$ cat config.mk
export PLATFORM = sky130hd
export DESIGN_NAME = pll_lock_var_det
export DESIGN_NICKNAME = d
export VERILOG_FILES = /design/src/rtl/plv_pkg.sv /design/src/rtl/plv_lpf.sv /design/src/rtl/plv_lock.sv /design/src/rtl/pll_lock_var_det.sv
export SDC_FILE = /design/constraint.sdc
export NUM_CORES = 1
export LEC_CHECK = 0
export ABC_AREA = 0
export CORE_ASPECT_RATIO = 1.75
export CORE_MARGIN = 3
export CORE_UTILIZATION = 54
export CTS_CLUSTER_SIZE = 28
export DETAILED_ROUTE_END_ITERATION = 10
export DONT_BUFFER_PORTS = 1
export PLACE_DENSITY = 0.72
export SYNTH_ARGS = -nofsm -noshare
export SYNTH_HDL_FRONTEND = slang
export SYNTH_HIERARCHICAL = 1
export SYNTH_SLANG_ARGS = --single-unit
$ cat constraint.sdc
create_clock -name clk -period 17.31 [get_ports clk]
set_input_delay 2.5965 -clock clk [delete_from_list [all_inputs] [get_ports clk]]
set_output_delay 2.5965 -clock clk [all_outputs]
set_load 0.005 [all_outputs]
$ cat src/rtl/plv_pkg.sv
package plv_pkg;

    localparam int FRAC  = 12;
    localparam int K_MIN = 2;
    localparam int K_MAX = 12;

    typedef struct packed {
        logic below;
        logic above;
    } thr_cmp_t;

    function automatic logic [3:0] clamp_shift(input logic [3:0] k);
        if (k < 4'(K_MIN))      return 4'(K_MIN);
        else if (k > 4'(K_MAX)) return 4'(K_MAX);
        else                    return k;
    endfunction

endpackage

$ cat src/rtl/plv_lpf.sv
module plv_lpf #(
    parameter int IN_W  = 16,
    parameter int ACC_W = IN_W + plv_pkg::FRAC + 2
) (
    input  logic                    clk,
    input  logic                    rst,
    input  logic                    clear,
    input  logic                    en,
    input  logic [3:0]              shift,
    input  logic signed [IN_W-1:0]  x,
    output logic signed [ACC_W-1:0] acc,
    output logic signed [ACC_W-1:0] acc_nxt
);
    import plv_pkg::*;

    logic signed [ACC_W-1:0] x_ext;
    logic signed [ACC_W-1:0] diff;

    assign x_ext   = ACC_W'(x) <<< FRAC;
    assign diff    = x_ext - acc;
    assign acc_nxt = acc + (diff >>> shift);

    always_ff @(posedge clk) begin
        if (rst || clear)
            acc <= '0;
        else if (en)
            acc <= acc_nxt;
    end
endmodule

$ cat src/rtl/plv_lock.sv
module plv_lock #(
    parameter int VAR_W = 32,
    parameter int HOLD  = 8
) (
    input  logic             clk,
    input  logic             rst,
    input  logic             clear,
    input  logic             en,
    input  logic [VAR_W-1:0] var_in,
    input  logic [VAR_W-1:0] enter_thr,
    input  logic [VAR_W-1:0] exit_thr,
    output logic             locked
);
    import plv_pkg::*;

    localparam int CNT_W = $clog2(HOLD + 1);
    localparam logic [CNT_W-1:0] HOLD_C = CNT_W'(HOLD);

    logic [CNT_W-1:0] run_cnt;
    logic [CNT_W-1:0] run_inc;
    thr_cmp_t         cmp;

    assign cmp.below = (var_in < enter_thr);
    assign cmp.above = (var_in > exit_thr);
    assign run_inc   = (run_cnt == HOLD_C) ? run_cnt : run_cnt + 1'b1;

    always_ff @(posedge clk) begin
        if (rst || clear) begin
            run_cnt <= '0;
            locked  <= 1'b0;
        end else if (en) begin
            if (cmp.below) begin
                run_cnt <= run_inc;
                if (run_inc == HOLD_C)
                    locked <= 1'b1;
            end else begin
                run_cnt <= '0;
                if (cmp.above)
                    locked <= 1'b0;
            end
        end
    end
endmodule

$ cat src/rtl/pll_lock_var_det.sv
module pll_lock_var_det #(
    parameter int FREQ_W = 16,
    parameter int VAR_W  = 32,
    parameter int HOLD   = 8
) (
    input  logic                     clk,
    input  logic                     rst,
    input  logic                     clear,
    input  logic                     smp_valid,
    input  logic signed [FREQ_W-1:0] freq_word,
    input  logic [3:0]               shift_k,
    input  logic [VAR_W-1:0]         enter_thr,
    input  logic [VAR_W-1:0]         exit_thr,
    output logic                     locked,
    output logic [VAR_W-1:0]         var_est
);
    import plv_pkg::*;

    localparam int DEV_W   = FREQ_W + 1;
    localparam int SQ_W    = 2 * DEV_W;
    localparam int M_ACC_W = FREQ_W + FRAC + 2;
    localparam int V_ACC_W = SQ_W + FRAC + 2;
    localparam int VI_W    = V_ACC_W - FRAC;

    logic [3:0]                k_eff;
    logic signed [M_ACC_W-1:0] m_acc, m_nxt, m_int;
    logic signed [V_ACC_W-1:0] v_acc, v_nxt;
    logic signed [DEV_W-1:0]   dev;
    logic signed [SQ_W-1:0]    sq;
    logic [VAR_W-1:0]          var_nxt;
    logic                      take;

    function automatic logic [VAR_W-1:0] sat_var(input logic signed [V_ACC_W-1:0] a);
        logic [VI_W-1:0] w;
        w = VI_W'(a >>> FRAC);
        if (|w[VI_W-1:VAR_W]) return '1;
        else                  return w[VAR_W-1:0];
    endfunction

    assign k_eff = clamp_shift(shift_k);
    assign take  = smp_valid && !clear;

    // Deviation against the mean held before this sample
    assign m_int = m_acc >>> FRAC;
    assign dev   = DEV_W'(freq_word) - m_int[DEV_W-1:0];
    assign sq    = SQ_W'(dev) * SQ_W'(dev);

    plv_lpf #(.IN_W(FREQ_W), .ACC_W(M_ACC_W)) u_mean (
        .clk(clk), .rst(rst), .clear(clear), .en(take), .shift(k_eff),
        .x(freq_word), .acc(m_acc), .acc_nxt(m_nxt)
    );

    plv_lpf #(.IN_W(SQ_W), .ACC_W(V_ACC_W)) u_var (
        .clk(clk), .rst(rst), .clear(clear), .en(take), .shift(k_eff),
        .x(sq), .acc(v_acc), .acc_nxt(v_nxt)
    );

    assign var_est = sat_var(v_acc);
    assign var_nxt = sat_var(v_nxt);

    plv_lock #(.VAR_W(VAR_W), .HOLD(HOLD)) u_lock (
        .clk(clk), .rst(rst), .clear(clear), .en(take),
        .var_in(var_nxt), .enter_thr(enter_thr), .exit_thr(exit_thr),
        .locked(locked)
    );
endmodule

==> results_dict.tcl <==
set metrics [dict create \
    drive_above_1_share_pct 15.1 \
    pin_count 121 \
    antenna_found_initial 6 \
    routedWlPerCell_um 21.9 \
    status "finished clean" \
    nets 4549 \
    post-place-ws_ns -0.141 \
    start_kind "primary input" \
    grt_overflow 0 \
    clock-root-buffer "clkbuf_16" \
    fin_skew_ns 0.0147 \
    grt_pass1_vias 29563 \
    crit_buf_inv 11 \
    ant_nets 0 \
    htree_levels 3 \
    slew_viol_final 0 \
    via_count 28870 \
    syn_nets 4394 \
    viasPerCell 6.30 \
    synth.avg_cell_area_um2 7.82 \
    seqCellArea_um2 1660 \
    rows 112 \
    drtPass1Iterations 8 \
    period_needed_ns 16.83 \
    relSlewSlack_pct 29.2 \
    synth_cells 3734 \
    drv_cap 0 \
    tritoncts "yes" \
    cp.required_ns 17.60 \
    post-route-period-util_pct 97.2 \
    fillerInstances 4900 \
    clkTransAtPathRegs_ns 0.07 \
    timing.final.ws_setup_ns 0.484 \
    place_congestion 1.06 \
    remaining_drc_errors 0 \
    hold_viol 0 \
    crit_type "primary input to flip-flop" \
    critPathSlowestCell "fa_1" \
    die_h_um 314 \
    clk_path_buf_depth 2 \
    multi_input_area_um2 25100 \
    hp-class "flip-flop to flip-flop" \
    core_area_um2 53400 \
    die_area_um2 57000 \
    cts.sinks 83 \
    critical_path.max_stage_delay_ns 0.56 \
    wirelength_mm 100 \
    synthesis.area_um2 29200 \
    hold_ws_ns 0.534 \
    clk_latency_ns 0.40 \
    finalSetupViolCount 0 \
    crit_family "compound AO/OA/AOI/OAI gates" \
    drt-initial-drc-count 1689 \
    yosys_warnings 6 \
    crit_top_cell "buf_4" \
    timing.critical_path.arrival_ns 17.11 \
    dp_hpwl_mm 83.6 \
    fmax_mhz 59.4 \
    end_kind "flip-flop" \
    cts-buffers-inserted 9 \
    cp_max_fo 6 \
    grt_pass1_wl_mm 155 \
    tns_ns 0 \
    max_slew.worst_pin.slew_ns 1.06 \
    port-buffer-count 0 \
    start_util_pct 54.7 \
    rrSetupSlack_ns 1.91 \
    grt_max_degree 72 \
    area_growth_pct 11.5 \
    die-width_um 182 \
    track_usage_pct 34.4 \
]
[worst register-to-register path: cells and delay by family (launching register included)]
kind	cells	cell delay (ns)
flip-flops	1	0.58
XOR/XNOR	2	0.31
AND/OR/NAND/NOR	13	2.85
multiplexers	1	0.17
adder cells (fa/ha/maj)	11	4.15
buffers and inverters	12	1.74
AO/OA/AOI/OAI	26	5.51
[worst paths after layout]
kind | from | endpoint | cells after the start
worst min-delay path | u_var/acc[45] | u_var/acc[45] | 2
worst max register to register | u_mean/acc[13] | u_lock/run_cnt[0] | 65
worst max-delay path | freq_word[1] | u_lock/run_cnt[0] | 64
worst min register to register | u_var/acc[45] | u_var/acc[45] | 2
[through the flow]
step,utilization [%],instance area (um^2),cells
after floorplan,-,29200,3734
after global placement,59.2,31600,4537
after detailed placement,59.2,31600,4537
after CTS,59.8,31900,4553
after global routing,61.0,32600,4584
final,61.0,32600,4585
[registers in the layout (all words and copies together) (netlist names)]
signal / cells
u_var/acc: 48
u_mean/acc: 30
u_lock/run_cnt: 4
u_lock/locked: 1
[repair_timing]
item	in CTS	in global routing
setup endpoints to repair	0	5
resized for setup	0	104
setup buffers	0	23
hold buffers	0	0
[area by class of cell]
| cell class | instances | area share [%] |
|---|---|---|
| clock inverters | 5 | 0.261 |
| clock buffers | 11 | 0.715 |
| flip-flops and latches | 83 | 5.10 |
| diodes | 7 | 0.0538 |
| well taps | 684 | 2.63 |
| multi-input cells | 2919 | 77.2 |
| repair buffers | 335 | 7.83 |
| inverters | 541 | 6.24 |
[routing by layer]
metal | GRT usage, % | vias to the layer above | part of all wire [%]
met3 | 5.07 | 553 | 5.1
met2 | 64.4 | 1212 | 52
li1 | - | 13303 | -
met5 | 0 | - | 0
met4 | 31.6 | 0 | 12
met1 | 31.2 | 13802 | 31
[cells in the final DEF (no fill, tap or decap), drive strengths merged, types with 78 or more instances in the layout]
| cell | n |
|---|---|
| inv | 539 |
| buf | 334 |
| nor2 | 299 |
| ha | 298 |
| fa | 274 |
| nand2 | 258 |
| a21oi | 236 |
| o21ai | 157 |
| mux2i | 155 |
| xnor2 | 116 |
| nor3 | 94 |
| nand2b | 84 |
| a21o | 83 |
| dfxtp | 83 |
| nand3 | 78 |
Power is left out: the tool's default activity adds up to more than one toggle a clock period on the data nets, which glitch-free logic cannot reach.
